`src/rtl/nms_pkg.sv`:
```
package nms_pkg;

    typedef enum logic [2:0] {
        ST_IDLE      = 3'd0,
        ST_PORT_UP   = 3'd1,
        ST_PREP_WAIT = 3'd2,
        ST_MIXING    = 3'd3,
        ST_TEARDOWN  = 3'd4
    } mix_state_e;

    localparam int MIN_ATTEN_DB = 6;
    localparam int NUM_PATHS    = 2;
    localparam int PATH_PCM     = 0;
    localparam int PATH_DSD     = 1;

    typedef struct packed {
        logic port_en;
        logic prep;
        logic mix;
    } mix_ctl_t;

    function automatic int atten_floor(input int req_db);
        return (req_db < MIN_ATTEN_DB) ? MIN_ATTEN_DB : req_db;
    endfunction

    function automatic mix_ctl_t ctl_for_state(input mix_state_e s);
        mix_ctl_t c;
        c = '0;
        case (s)
            ST_PORT_UP:   c.port_en = 1'b1;
            ST_PREP_WAIT: begin c.port_en = 1'b1; c.prep = 1'b1; end
            ST_MIXING:    begin c.port_en = 1'b1; c.prep = 1'b1; c.mix = 1'b1; end
            ST_TEARDOWN:  c.port_en = 1'b1;
            default:      c = '0;
        endcase
        return c;
    endfunction

endpackage

```
`src/rtl/nms_settle_timer.sv`:
```
module nms_settle_timer #(
    parameter int WAIT_TICKS = 1600
) (
    input  logic clk,
    input  logic rst,
    input  logic run,
    input  logic clk_ok,
    input  logic tick,
    output logic done
);
    localparam int CW = $clog2(WAIT_TICKS + 1);
    localparam logic [CW-1:0] LIMIT = CW'(WAIT_TICKS);

    logic [CW-1:0] cnt;

    always_ff @(posedge clk) begin
        if (rst || !run || !clk_ok) begin
            cnt <= '0;
        end else if (tick && (cnt != LIMIT)) begin
            cnt <= cnt + CW'(1);
        end
    end

    assign done = (cnt == LIMIT);
endmodule

```
`src/rtl/nms_ctrl_fsm.sv`:
```
module nms_ctrl_fsm
    import nms_pkg::*;
(
    input  logic       clk,
    input  logic       rst,
    input  logic       req,
    input  logic       clk_ok,
    input  logic       settle_done,
    output mix_state_e state
);
    mix_state_e nxt;

    always_comb begin
        nxt = state;
        case (state)
            ST_IDLE:      if (req) nxt = ST_PORT_UP;
            ST_PORT_UP: begin
                if (!req)        nxt = ST_IDLE;
                else if (clk_ok) nxt = ST_PREP_WAIT;
            end
            ST_PREP_WAIT: begin
                if (!req)                       nxt = ST_TEARDOWN;
                else if (settle_done && clk_ok) nxt = ST_MIXING;
            end
            ST_MIXING:    if (!req) nxt = ST_TEARDOWN;
            ST_TEARDOWN:  nxt = ST_IDLE;
            default:      nxt = ST_IDLE;
        endcase
    end

    always_ff @(posedge clk) begin
        if (rst) state <= ST_IDLE;
        else     state <= nxt;
    end
endmodule

```
`src/rtl/nms_out_decode.sv`:
```
module nms_out_decode
    import nms_pkg::*;
#(
    parameter int ATTEN_W      = 6,
    parameter int PCM_ATTEN_DB = 6,
    parameter int DSD_ATTEN_DB = 12
) (
    input  mix_state_e                        state,
    output mix_ctl_t                          ctl,
    output logic [NUM_PATHS-1:0][ATTEN_W-1:0] atten
);
    assign ctl = ctl_for_state(state);

    for (genvar g = 0; g < NUM_PATHS; g++) begin : g_path
        localparam int REQ_DB = (g == PATH_PCM) ? PCM_ATTEN_DB : DSD_ATTEN_DB;
        localparam logic [ATTEN_W-1:0] ATT = ATTEN_W'(atten_floor(REQ_DB));
        assign atten[g] = ctl.mix ? ATT : '0;
    end
endmodule

```
`src/rtl/notif_mix_seq.sv`:
```
module notif_mix_seq
    import nms_pkg::*;
#(
    parameter int WAIT_TICKS   = 1600,
    parameter int ATTEN_W      = 6,
    parameter int PCM_ATTEN_DB = 6,
    parameter int DSD_ATTEN_DB = 12
) (
    input  logic               clk,
    input  logic               rst,
    input  logic               tick,
    input  logic               mix_req,
    input  logic               port_clk_ok,
    output logic               port_en,
    output logic               prep_flag,
    output logic               mix_flag,
    output logic [ATTEN_W-1:0] pcm_atten_db,
    output logic [ATTEN_W-1:0] dsd_atten_db,
    output logic [2:0]         mix_state_o
);
    mix_state_e                        state;
    logic                              settle_done;
    mix_ctl_t                          ctl;
    logic [NUM_PATHS-1:0][ATTEN_W-1:0] atten;

    nms_ctrl_fsm u_fsm (
        .clk         (clk),
        .rst         (rst),
        .req         (mix_req),
        .clk_ok      (port_clk_ok),
        .settle_done (settle_done),
        .state       (state)
    );

    nms_settle_timer #(.WAIT_TICKS(WAIT_TICKS)) u_timer (
        .clk    (clk),
        .rst    (rst),
        .run    (state == ST_PREP_WAIT),
        .clk_ok (port_clk_ok),
        .tick   (tick),
        .done   (settle_done)
    );

    nms_out_decode #(
        .ATTEN_W      (ATTEN_W),
        .PCM_ATTEN_DB (PCM_ATTEN_DB),
        .DSD_ATTEN_DB (DSD_ATTEN_DB)
    ) u_dec (
        .state (state),
        .ctl   (ctl),
        .atten (atten)
    );

    assign port_en      = ctl.port_en;
    assign prep_flag    = ctl.prep;
    assign mix_flag     = ctl.mix;
    assign pcm_atten_db = atten[PATH_PCM];
    assign dsd_atten_db = atten[PATH_DSD];
    assign mix_state_o  = state;
endmodule

```
`config.mk`:
```
export PLATFORM = sky130hd
export DESIGN_NAME = notif_mix_seq
export DESIGN_NICKNAME = d
export VERILOG_FILES = /design/src/rtl/nms_pkg.sv /design/src/rtl/nms_settle_timer.sv /design/src/rtl/nms_ctrl_fsm.sv /design/src/rtl/nms_out_decode.sv /design/src/rtl/notif_mix_seq.sv
export SDC_FILE = /design/constraint.sdc
export NUM_CORES = 1
export LEC_CHECK = 0
export ABC_CLOCK_PERIOD_IN_PS = 2650
export BUFFER_PORTS_ARGS = -buffer_cell sky130_fd_sc_hd__buf_2
export CAP_MARGIN = 20
export CORE_MARGIN = 3
export CORE_UTILIZATION = 45
export CTS_BUF_LIST = sky130_fd_sc_hd__clkbuf_8
export DETAILED_ROUTE_END_ITERATION = 7
export PLACE_DENSITY = 0.7
export SYNTH_ARGS = -nofsm -noshare
export SYNTH_HDL_FRONTEND = slang
export SYNTH_HIERARCHICAL = 1
export SYNTH_SLANG_ARGS = --single-unit
```
`constraint.sdc`:
```
create_clock -name clk -period 2.65 [get_ports clk]
set_input_delay 0.265 -clock clk [delete_from_list [all_inputs] [get_ports clk]]
set_output_delay 0.265 -clock clk [all_outputs]
set_load 0.05 [all_outputs]
```
==> flow_metrics.env <==
export IMPL_run_status="finished, final reports clean"
export IMPL_postLayoutSetupSlackWorst_ps=726
export IMPL_seq_area_frac_synth_pct=31.2
export IMPL_arrival_time_reported_for_the_critical_path_endpoint_ps=2060
export IMPL_drive_gt1_share_pct=19.8
export IMPL_cts_tree="yes"
export IMPL_final_period_minus_worst_setup_slack_ps=1920
export IMPL_floorplan_die_area_um2=2570
export IMPL_grt_first_pass_wirelength_mm=2.73
export IMPL_avgSynthCellArea_um2=8.56
export IMPL_post_cts_clock_slew_at_the_launch_and_capture_registers_of_the_worst_setup_and_hold_paths_ps=60
export IMPL_timing_final_hold_violations=0
export IMPL_synth_adder_area_share_pct=2.79
export IMPL_yosysWarningCount=6
export IMPL_cells_after_synthesis=105
export IMPL_setup_slack_placement_ps=722
export IMPL_final_min_period_over_clock_period_pct=72.6
export IMPL_postSynth_topFlopCell="sky130_fd_sc_hd__dfxtp_1"
export IMPL_wl_mm=1.68
export IMPL_cts_resized_gates=0
export IMPL_dr_pass1_iters=4
export IMPL_number_of_antenna_violations_at_the_first_check_in_global_routing=0
export IMPL_peakVddDrop_mv=0.403
export IMPL_vias_per_cell=5.29
export IMPL_die_x_um=50.7
export IMPL_synth_xor_area_share_pct=2.92
export IMPL_cts_htree_levels=1
export IMPL_die_y_um=50.7
export IMPL_avgRoutedWirePerCell_um=11.9
export IMPL_final_nets=124
export IMPL_synthToLayoutAreaGrowth_pct=9.33
export IMPL_combinational_family_with_the_most_area_after_synthesis="simple AND/OR/NAND/NOR gates"
export IMPL_grt_usage_pct=14.6
export IMPL_vias_after_detailed_routing=746
export IMPL_syn_area_um2=898
export IMPL_synth_commonest_cells="sky130_fd_sc_hd__dfxtp_1, sky130_fd_sc_hd__buf_4, sky130_fd_sc_hd__nand2_1"
export IMPL_vias_in_the_first_global_route=623
export IMPL_synth_area_leaders="sky130_fd_sc_hd__dfxtp_1, sky130_fd_sc_hd__buf_4, sky130_fd_sc_hd__a21oi_1"
export IMPL_n_antenna_cell=0
export IMPL_floorplan_io_pins=23
export IMPL_ffs_latches_synth=14
export IMPL_floorplan_core_area_um2=1800
export IMPL_start_util_pct=49.9
export IMPL_min_delay_path_class="in2reg"
export IMPL_powerDensity_nw_per_um2=666
export IMPL_synthSimpleGateAreaFrac_pct=30.5
export IMPL_power_leakage_nw=0.392
export IMPL_yosysTopAreaCellShare_pct=31.2
export IMPL_synth_area_mux_share_pct=4.60
export IMPL_clock_root_buffer="sky130_fd_sc_hd__clkbuf_8"
export IMPL_io_buffer_count=14
export IMPL_synth_distinct_cells=40
export IMPL_gp_routability_congestion=0.722
export IMPL_cts_buffers_inserted=3
export IMPL_cts_hold_buffers_added=0
export IMPL_post_synth_top_area_cell="sky130_fd_sc_hd__dfxtp_1"
export IMPL_timing_worst_setup_path_type="reg2reg"
export IMPL_achievable_frequency_ghz=0.520
export IMPL_synth_compound_gate_area_share_pct=14.1
export IMPL_pin_count_of_the_biggest_net_entering_global_routing=12
export IMPL_setup_fix_bufs_post_cts=0
export IMPL_dp_final_hpwl_mm=1.27
export IMPL_timing_final_max_slew_violations=0
export IMPL_worst_r2r_dst="u_fsm/state[0]$_SDFFE_PP0P_"
export IMPL_final_setup_viols=0
export IMPL_regToRegSetupSlack_ps=730
export IMPL_post_synth_edffs=0
export IMPL_synth_most_common_cell="sky130_fd_sc_hd__dfxtp_1"
export IMPL_remaining_drcs=0
export IMPL_rr_startpoint="u_timer/cnt[0]$_SDFFE_PP0P_"
export IMPL_grt_setup_unrepaired="false"
export IMPL_synth_async_sr_flop_share_pct=0
export IMPL_number_of_placement_rows=15
export IMPL_worst_reg_to_reg_path_cell_count=8
export IMPL_startpoint="u_timer/cnt[0]$_SDFFE_PP0P_"
export IMPL_detailedRoute_firstIterationViolations=8
export IMPL_postRouteAntennaNets=0
export IMPL_critPathCapture="u_fsm/state[0]$_SDFFE_PP0P_"
export IMPL_cts_sink_count=14
export IMPL_crit_path_start_kind="register"
export IMPL_critical_path_required_ps=2790
export IMPL_grt_overflow_total=0
export IMPL_insertion_delay_ps=250
export IMPL_cp_max_fo=6
export IMPL_setup_tns_ps=0
export IMPL_fin_skew_ps=5.56
export IMPL_ctsLongestPathBuffers=2
export IMPL_timing_max_cap_violations=0
export IMPL_crit_path_end_kind="register"
## cell type report
cell class	instances	area [µm²]
clock buffers	4	55.1
fillers	185	820
inverters	6	22.5
multi-input cells	78	523
flip-flops and latches	14	280
well taps	25	31.3
repair buffers	14	70.1
## cells by family after synthesis
group                      Yosys count
other                                1
muxes                                4
adders and majority gates            2
xor gates and xnor gates             3
buffers and inverters               20
and+or+nand+nor                     42
DFF                                 14
AOI/OAI and AO/OA                   19
## metal layers
layer  share of wire [%]  global-route usage [%]  wire (µm)
met5                   0                       0          0
met4                 1.7                    7.62         29
met3                 5.3                    5.34         89
met1                  45                    16.4        750
met2                  48                    23.9        814
## critical path, stage by stage, from the launching register on
cell and delay (ps):
sky130_fd_sc_hd__dfxtp_1 350, sky130_fd_sc_hd__inv_1 90, sky130_fd_sc_hd__ha_1 140, sky130_fd_sc_hd__nor4b_2 280, sky130_fd_sc_hd__and3_1 210, sky130_fd_sc_hd__a21boi_0 70
sky130_fd_sc_hd__a211oi_1 270, sky130_fd_sc_hd__nor3_1 90, sky130_fd_sc_hd__mux2_1 320
## where the power goes
group	leakage (nW)	switching (mW)	internal, mW
clock	0.0288	0.0786	0.132
sequential	0.113	0.0243	0.220
combinational	0.250	0.147	0.0522
total	0.392	0.250	0.404
## layout by cell type (no fill, tap or decap), drive strengths merged, types with 2 or more instances in the layout
cell type and instances:
buf 14, dfxtp 14, nand2 10, conb 8
a21oi 8, inv 6, nor2 5, clkbuf 4
o31ai 4, or4 4, nand4 4, nand3 3
mux2i 3, nor2b 3, nor4 2, xor2 2
ha 2
## state kept, by name (all words and copies together) (netlist names)
name and flops:
u_timer/cnt 11, u_fsm/state 3
## how the worst min path moves through the flow
stage / depth (start not counted) / endpoint / start / slack [ps]
after CTS: 2 / u_fsm/state[1]$_SDFFE_PP0P_ / rst / 230
final: 2 / u_fsm/state[1]$_SDFFE_PP0P_ / rst / 240
after detailed placement: 2 / u_timer/cnt[10]$_SDFFE_PP0P_ / u_timer/cnt[10]$_SDFFE_PP0P_ / 460
after global placement: 2 / u_timer/cnt[10]$_SDFFE_PP0P_ / u_timer/cnt[10]$_SDFFE_PP0P_ / 460
after global routing: 2 / u_fsm/state[1]$_SDFFE_PP0P_ / rst / 250
after floorplan: 1 / u_fsm/state[1]$_SDFFE_PP0P_ / rst / 340
## per-stage QoR
stage	hold slack [ps]	area, µm²	power (mW)	instances	util [%]
finish	239	982	0.655	141	54.5
global route	254	982	0.684	141	54.5
CTS	234	982	0.661	141	54.5
detailed placement	464	927	0.449	137	51.5
global placement	463	927	0.445	137	51.5
floorplan	342	925	0.423	112	-
Note: power is estimated with default switching activity, not from simulation.
